--- src/rtl/qsfb_pkg.sv ---
package qsfb_pkg;
  localparam int DW  = 8;
  localparam int QD  = 16;
  localparam int QAW = $clog2(QD);
  localparam int RW  = 16;

  typedef logic [QAW-1:0] qptr_t;

  typedef struct packed {
    logic  start;
    logic  rx_en;
    logic  tx_en;
    logic  loop;
    logic  bot_ie;
    logic  top_ie;
    logic  rxq_en;
    logic  txq_en;
    qptr_t ptr;
    qptr_t last;
  } ctrl_t;

  function automatic qptr_t ptr_inc(qptr_t p);
    return p + qptr_t'(1);
  endfunction

  function automatic logic half_of(qptr_t p);
    return p[QAW-1];
  endfunction

  function automatic logic half_end(qptr_t p);
    return &p[QAW-2:0];
  endfunction
endpackage

--- src/rtl/qsfb_tx_shift.sv ---
module qsfb_tx_shift #(
  parameter int DW = 8
) (
  input  logic          clk,
  input  logic          rst_n,
  input  logic          en,
  input  logic          load,
  input  logic [DW-1:0] data,
  output logic          ready,
  output logic          line
);
  localparam int FW = DW + 2;
  localparam int CW = $clog2(FW + 1);

  logic [FW-1:0] sh;
  logic [CW-1:0] cnt;

  assign ready = en && (cnt == '0);
  assign line  = (cnt != '0) ? sh[0] : 1'b1;

  always_ff @(posedge clk) begin
    if (!rst_n) begin
      sh  <= '1;
      cnt <= '0;
    end else if (!en) begin
      cnt <= '0;
    end else if (load && cnt == '0) begin
      sh  <= {1'b1, data, 1'b0};
      cnt <= CW'(FW);
    end else if (cnt != '0) begin
      sh  <= {1'b1, sh[FW-1:1]};
      cnt <= cnt - CW'(1);
    end
  end

  AST_TX_NO_RELOAD: assert property (@(posedge clk) disable iff (!rst_n)
    load |-> (cnt == '0));
endmodule

--- src/rtl/qsfb_rx_shift.sv ---
module qsfb_rx_shift #(
  parameter int DW = 8
) (
  input  logic          clk,
  input  logic          rst_n,
  input  logic          en,
  input  logic          line,
  output logic          valid,
  output logic [DW-1:0] data
);
  localparam int CW = $clog2(DW + 2);

  logic [CW-1:0] cnt;

  always_ff @(posedge clk) begin
    if (!rst_n) begin
      cnt   <= '0;
      data  <= '0;
      valid <= 1'b0;
    end else begin
      valid <= 1'b0;
      if (!en) begin
        cnt <= '0;
      end else if (cnt == '0) begin
        if (!line) cnt <= CW'(1);
      end else if (cnt == CW'(DW + 1)) begin
        valid <= line;
        cnt   <= '0;
      end else begin
        data <= {line, data[DW-1:1]};
        cnt  <= cnt + CW'(1);
      end
    end
  end
endmodule

--- src/rtl/qsfb_rx_queue.sv ---
module qsfb_rx_queue
  import qsfb_pkg::*;
(
  input  logic          clk,
  input  logic          rst_n,
  input  logic          wr_en,
  input  logic [DW-1:0] wr_data,
  input  qptr_t         rd_idx,
  input  logic          clr_top,
  input  logic          clr_bot,
  output logic [DW-1:0] rd_data,
  output logic          full_top,
  output logic          full_bot,
  output logic          drop
);
  logic [DW-1:0] mem [QD];
  qptr_t wptr;
  logic  tgt_half, tgt_full, accept, fill_top, fill_bot;

  assign tgt_half = half_of(wptr);
  assign tgt_full = tgt_half ? full_bot : full_top;
  assign drop     = wr_en && tgt_full;
  assign accept   = wr_en && !tgt_full;
  assign fill_top = accept && !tgt_half && half_end(wptr);
  assign fill_bot = accept &&  tgt_half && half_end(wptr);
  assign rd_data  = mem[rd_idx];

  always_ff @(posedge clk) begin
    if (accept) mem[wptr] <= wr_data;
  end

  always_ff @(posedge clk) begin
    if (!rst_n) begin
      wptr     <= '0;
      full_top <= 1'b0;
      full_bot <= 1'b0;
    end else begin
      if (accept) wptr <= ptr_inc(wptr);
      full_top <= (full_top && !clr_top) || fill_top;
      full_bot <= (full_bot && !clr_bot) || fill_bot;
    end
  end

  AST_WRAP_ZERO: assert property (@(posedge clk) disable iff (!rst_n)
    (accept && wptr == qptr_t'(QD - 1)) |=> (wptr == '0));
  AST_DROP_KEEPS_PTR: assert property (@(posedge clk) disable iff (!rst_n)
    drop |=> $stable(wptr));
  AST_FULL_HOLDS: assert property (@(posedge clk) disable iff (!rst_n)
    (full_top && !clr_top) |=> full_top);
endmodule

--- src/rtl/qsfb_ctrl.sv ---
module qsfb_ctrl
  import qsfb_pkg::*;
(
  input  logic          clk,
  input  logic          rst_n,
  input  logic          test_mode,
  input  logic          bus_sel,
  input  logic          bus_we,
  input  logic [5:0]    bus_addr,
  input  logic [RW-1:0] bus_wdata,
  output logic [RW-1:0] bus_rdata,
  input  logic          rxd,
  output logic          txd,
  output logic          irq
);
  localparam logic [5:0] A_CTRL = 6'd0;
  localparam logic [5:0] A_STAT = 6'd1;
  localparam logic [5:0] A_DATA = 6'd2;
  localparam logic [1:0] W_TXQ  = 2'b01;
  localparam logic [1:0] W_RXQ  = 2'b10;

  ctrl_t wv;
  logic  rx_en, tx_en, loop, bot_ie, top_ie, rxq_en, txq_en;
  qptr_t tx_ptr, tx_last;
  logic  tx_active, tx_done, overrun, rx_ready, tx_full;
  logic [DW-1:0] tx_dr, rx_dr;
  logic [3:0]    armed;
  logic [DW-1:0] txq [QD];

  // named internal events
  logic wr_ctrl, wr_stat, wr_data, rd_stat, rd_data, wr_txq, start;
  logic tx_ready, q_load, d_load, q_last, loop_eff, tx_line, rx_line;
  logic rx_valid, q_drop, full_top, full_bot, dr_over;
  logic [DW-1:0] rx_byte, txq_rd, rxq_rd, shift_in;
  logic [3:0]    clr;

  assign wv      = ctrl_t'(bus_wdata);
  assign wr_ctrl = bus_sel && bus_we && bus_addr == A_CTRL;
  assign wr_stat = bus_sel && bus_we && bus_addr == A_STAT;
  assign wr_data = bus_sel && bus_we && bus_addr == A_DATA;
  assign rd_stat = bus_sel && !bus_we && bus_addr == A_STAT;
  assign rd_data = bus_sel && !bus_we && bus_addr == A_DATA;
  assign wr_txq  = bus_sel && bus_we && bus_addr[5:4] == W_TXQ;
  assign start   = wr_ctrl && wv.start;
  assign clr     = {4{wr_stat}} & ~bus_wdata[3:0] & armed;

  assign txq_rd   = txq[tx_ptr];
  assign q_load   = txq_en && tx_active && tx_ready;
  assign d_load   = !txq_en && tx_full && tx_ready;
  assign q_last   = tx_ptr == tx_last;
  assign shift_in = txq_en ? txq_rd : tx_dr;
  assign loop_eff = loop && tx_en && rx_en;
  assign txd      = loop_eff ? 1'b1 : tx_line;
  assign rx_line  = loop_eff ? tx_line : rxd;
  assign dr_over  = rx_valid && !rxq_en && rx_ready && !rd_data;
  assign irq      = (full_top && top_ie) || (full_bot && bot_ie);

  qsfb_tx_shift #(.DW(DW)) u_tx (
    .clk(clk), .rst_n(rst_n), .en(tx_en), .load(q_load || d_load),
    .data(shift_in), .ready(tx_ready), .line(tx_line));

  qsfb_rx_shift #(.DW(DW)) u_rx (
    .clk(clk), .rst_n(rst_n), .en(rx_en), .line(rx_line),
    .valid(rx_valid), .data(rx_byte));

  qsfb_rx_queue u_rxq (
    .clk(clk), .rst_n(rst_n), .wr_en(rx_valid && rxq_en), .wr_data(rx_byte),
    .rd_idx(bus_addr[QAW-1:0]), .clr_top(clr[0]), .clr_bot(clr[1]),
    .rd_data(rxq_rd), .full_top(full_top), .full_bot(full_bot), .drop(q_drop));

  always_ff @(posedge clk) begin
    if (wr_txq) txq[bus_addr[QAW-1:0]] <= bus_wdata[DW-1:0];
  end

  always_ff @(posedge clk) begin
    if (!rst_n) begin
      {rx_en, tx_en, loop, bot_ie, top_ie, rxq_en, txq_en} <= '0;
      tx_last <= '0;
    end else if (wr_ctrl) begin
      {rx_en, tx_en, loop, bot_ie, top_ie, rxq_en, txq_en} <=
        {wv.rx_en, wv.tx_en, wv.loop, wv.bot_ie, wv.top_ie, wv.rxq_en, wv.txq_en};
      tx_last <= wv.last;
    end
  end

  always_ff @(posedge clk) begin
    if (!rst_n) begin
      tx_ptr    <= '0;
      tx_active <= 1'b0;
    end else begin
      if (wr_ctrl && test_mode)  tx_ptr <= wv.ptr;
      else if (start)            tx_ptr <= '0;
      else if (q_load && !q_last) tx_ptr <= ptr_inc(tx_ptr);
      if (start)                 tx_active <= 1'b1;
      else if (q_load && q_last) tx_active <= 1'b0;
    end
  end

  always_ff @(posedge clk) begin
    if (!rst_n) begin
      tx_done  <= 1'b0;
      overrun  <= 1'b0;
      rx_ready <= 1'b0;
      tx_full  <= 1'b0;
      tx_dr    <= '0;
      rx_dr    <= '0;
      armed    <= '0;
    end else begin
      if (q_load && q_last) tx_done <= 1'b1;
      else if (start || clr[3]) tx_done <= 1'b0;
      overrun <= (overrun && !clr[2]) || q_drop || dr_over;
      if (wr_data) begin
        tx_dr   <= bus_wdata[DW-1:0];
        tx_full <= 1'b1;
      end else if (d_load) begin
        tx_full <= 1'b0;
      end
      if (rx_valid && !rxq_en) begin
        rx_dr    <= rx_byte;
        rx_ready <= 1'b1;
      end else if (rd_data) begin
        rx_ready <= 1'b0;
      end
      if (wr_stat)      armed <= '0;
      else if (rd_stat) armed <= {tx_done, overrun, full_bot, full_top};
    end
  end

  always_comb begin
    bus_rdata = '0;
    if (bus_addr == A_CTRL)
      bus_rdata = {1'b0, rx_en, tx_en, loop, bot_ie, top_ie, rxq_en, txq_en, tx_ptr, tx_last};
    else if (bus_addr == A_STAT)
      bus_rdata = {10'b0, !tx_full, rx_ready, tx_done, overrun, full_bot, full_top};
    else if (bus_addr == A_DATA)
      bus_rdata = {{(RW-DW){1'b0}}, rx_dr};
    else if (bus_addr[5:4] == W_RXQ)
      bus_rdata = {{(RW-DW){1'b0}}, rxq_rd};
  end

  AST_PTR_LOCKED: assert property (@(posedge clk) disable iff (!rst_n)
    (!test_mode && !start && !q_load) |=> $stable(tx_ptr));
  AST_DONE_IDLE: assert property (@(posedge clk) disable iff (!rst_n)
    tx_done |-> !tx_active);
  AST_RUN_ENDS: assert property (@(posedge clk) disable iff (!rst_n)
    (q_load && q_last && !start) |=> !tx_active);
endmodule

--- config.mk ---
export PLATFORM = sky130hd
export DESIGN_NAME = qsfb_ctrl
export DESIGN_NICKNAME = d
export VERILOG_FILES = /design/src/rtl/qsfb_pkg.sv /design/src/rtl/qsfb_tx_shift.sv /design/src/rtl/qsfb_rx_shift.sv /design/src/rtl/qsfb_rx_queue.sv /design/src/rtl/qsfb_ctrl.sv
export SDC_FILE = /design/constraint.sdc
export NUM_CORES = 1
export LEC_CHECK = 0
export BUFFER_PORTS_ARGS = -buffer_cell sky130_fd_sc_hd__buf_4
export CORE_ASPECT_RATIO = 0.6
export CORE_UTILIZATION = 56
export CTS_CLUSTER_SIZE = 20
export DETAILED_ROUTE_END_ITERATION = 7
export PLACE_DENSITY = 0.78
export SLEW_MARGIN = 20
export SYNTH_ARGS = -nofsm -noshare
export SYNTH_HDL_FRONTEND = slang
export SYNTH_SLANG_ARGS = --single-unit
--- constraint.sdc ---
create_clock -name clk -period 2.4 [get_ports clk]
set_clock_uncertainty 0.1 [all_clocks]
set_input_delay 0.24 -clock clk [delete_from_list [all_inputs] [get_ports clk]]
set_output_delay 0.24 -clock clk [all_outputs]
set_load 0.02 [all_outputs]
==> flow_summary.yaml <==
worst_hold_path:
  hold_path.class: "in -> reg"
clocking:
  clk_latency_ns: 0.56
  tritoncts: "done"
  path_clk_slew_ns: 0.06
  clock_sinks: 332
  cts_max_path_buffers: 3
  htreeDepth: 1
  cts_made_buffers: 29
  clockRootBuffer: "clkbuf_16"
synth:
  ys_top_cells_by_area: "edfxtp_1 57%, dfxtp_1 11%, mux4_2 11%, mux2i_1 3.5%, nor2_1 1.6%"
  synth_edf_count: 256
  avgSynthCellArea_um2: 15.9
  ys_types: 59
  yosysTopAreaCell: "edfxtp_1"
  yosysWarningCount: 0
  synthFlopType: "edfxtp_1"
  ys_seq_elements: 332
  syn_inst: 850
  post-synth-top-count-cell: "edfxtp_1"
  yosysSeqAreaShare: 0.681
  syn_nets: 888
  netlist_area_mm2: 0.0135
  async_reset_ff_frac: 0
  post-synth-top-area-fraction: 0.568
  synthTopCellsByCount: "256 x edfxtp_1, 76 x dfxtp_1, 64 x mux4_2"
finish:
  final_cells: 1317
  nets: 1016
  syn_to_final_growth_pct: 17.7
  drive_above_1_share: 0.265
critical_path:
  end_kind: "output port"
  start_kind: "register"
  path_class: "reg -> out"
  cp_max_fo: 1
  worstPathRequired_ns: 2.06
  cp.arrival_ns: 2.41
routing:
  postRouteAntennaNets: 0
  dr.pass1.iters: 5
  wire_per_inst_um: 23.6
  route.detailed.drc: 0
  via_count: 8069
  wirelength_um: 31100
  vias_per_cell: 6.13
  drt_iter0_markers: 1004
timing:
  setup_viol: 7
  period_share: 1.15
  drv_slew: 0
  max_slew_margin: 0.447
  max_freq_mhz: 363
  period_minus_slack_ns: 2.75
  rsz0062_at_grt: "true"
  hold_violations: 0
  worst_slack_ns: -0.352
  tightest_slew_ns: 0.829
  worst_hold_slack_ns: 0.126
global_routing:
  grt_pass1_vias: 7774
  antenna_found_initial: 0
  grt_max_degree: 29
  grt_pass1_wl_um: 47400
  grt_usage: 0.261
  grt_overflow_total: 0
run_status:
  violations: "setup timing"
  status: "finished, violations left"
placed_design:
  gp_congestion: 0.897
  hpwl_um: 21300
  portBuffers: 44
  placed_cells_incl_taps: 1243
floorplan:
  io_pins: 46
  die_h_um: 122
  num_rows: 43
  die_w_um: 203
  dieArea_mm2: 0.0248
  core_area_mm2: 0.0234
  initial_core_util: 0.578
power:
  sw_frac_of_total: 0.195
  p_clk_frac: 0.419
  internal_power_mw: 9.06
  max-vdd-ir-drop_mv: 0.606
  combPwrFrac: 0.035
  p_switching_mw: 2.19
  pwr-share-seq: 0.547
  p_per_area_mw_per_mm2: 707
  cellLeakagePower_nw: 5.48
job:
  max_cap_viol_count: 0
-- per-layer routing --
| layer | vias to the layer above | wire (um) | GRT usage |
|---|---|---|---|
| met5 | - | 0 | 0 |
| met4 | 0 | 331 | 0.0456 |
| met3 | 26 | 3520 | 0.0624 |
| met2 | 420 | 12800 | 0.356 |
| met1 | 4059 | 14500 | 0.425 |
| li1 | 3564 | - | - |
-- flip-flops by register name, summed over array words and instances, names as in the netlist, 4 cells and up, named ones only --
signal and cells:
u_rxq.mem 128, u_tx.sh 9, u_rxq.wptr 4, tx_last 4, rx_dr 8, u_rx.cnt 4
armed 4, tx_dr 8, txq 128, tx_ptr 4, u_tx.cnt 4, u_rx.data 8
-- kinds of logic after synthesis --
logic type / count (synthesis) / share of synthesized area
adders and majority gates: 10 / 0.00925
other: 1 / 0.000277
xor gates and xnor gates: 8 / 0.00518
buffers and inverters: 62 / 0.0202
AOI/OAI and AO/OA: 99 / 0.0516
DFF: 332 / 0.681
and+or+nand+nor: 217 / 0.0833
muxes: 121 / 0.150
-- path summary, 6_finish.rpt --
check                                 startpoint      endpoint  slack (ns)  depth (start not counted)
worst max register to register          register    u_tx.sh[7]        0.13                          5
worst max-delay path            u_rxq.mem[11][4]  bus_rdata[4]       -0.35                          5
worst min-delay path                       rst_n       overrun        0.13                          3
worst min register to register          rx_dr[4]      rx_dr[4]        0.38                          2
-- critical path: stages (launching register included) --
cell	delay, ns
edfxtp_1	0.40
mux4_2	0.49
mux2_4	0.27
a222oi_1	0.40
o21ai_1	0.13
buf_4	0.18
-- power by group through the flow --
stage          logic, mW  clock network [mW]  registers (mW)
2_1_floorplan      0.178                   0            6.28
6_report           0.390                4.71            6.15
4_1_cts            0.384                4.78            6.15
3_5_place_dp       0.355                   0            6.28
3_3_place_gp       0.348                   0            6.28
5_1_grt            0.412                4.99            6.15
-- cell type report --
type / instances / area (um2)
Antenna cell: 1 / 2.50
Clock buffer: 40 / 830
Clock inverter: 14 / 146
Fill cell: 1555 / 7480
Inverter: 14 / 52.6
Multi-Input combinational cell: 456 / 4100
Sequential cell: 332 / 9210
Tap cell: 315 / 394
Timing Repair Buffer: 145 / 1190
-- layout by cell type, fill, tap and decap left out, drive strengths merged, types with 11 or more instances in the layout --
cell type / count
a21oi: 18
nor3: 13
dlygate4sd3: 19
edfxtp: 256
mux4: 64
a22oi: 18
nor2: 58
dfxtp: 76
nand2b: 11
inv: 15
nor2b: 21
o21ai: 18
clkbuf: 40
buf: 126
mux2i: 47
and2: 14
nand2: 50
-- through the flow --
step / cell area [um2] / power (mW) / util / setup TNS [ns] / worst slack (ns)
2_1_floorplan: 13500 / 6.45 / - / 0 / 0.0853
3_3_place_gp: 14700 / 6.62 / 0.629 / -0.142 / -0.0873
3_5_place_dp: 14700 / 6.63 / 0.629 / -0.347 / -0.0882
4_1_cts: 15900 / 11.3 / 0.679 / -2.05 / -0.408
5_1_grt: 15900 / 11.6 / 0.680 / -2.38 / -0.477
6_report: 15900 / 11.3 / 0.681 / -1.80 / -0.352
-- what timing repair did --
item / CTS / global route
resized for setup: 10 / 7
hold buffers: 19 / 0
endpoints found under the hold margin: 145 / 0
setup endpoints to repair: 7 / 11
buffers inserted: 0 / 0
pin swaps: 4 / 5
Note: power is estimated with default switching activity, not from simulation.
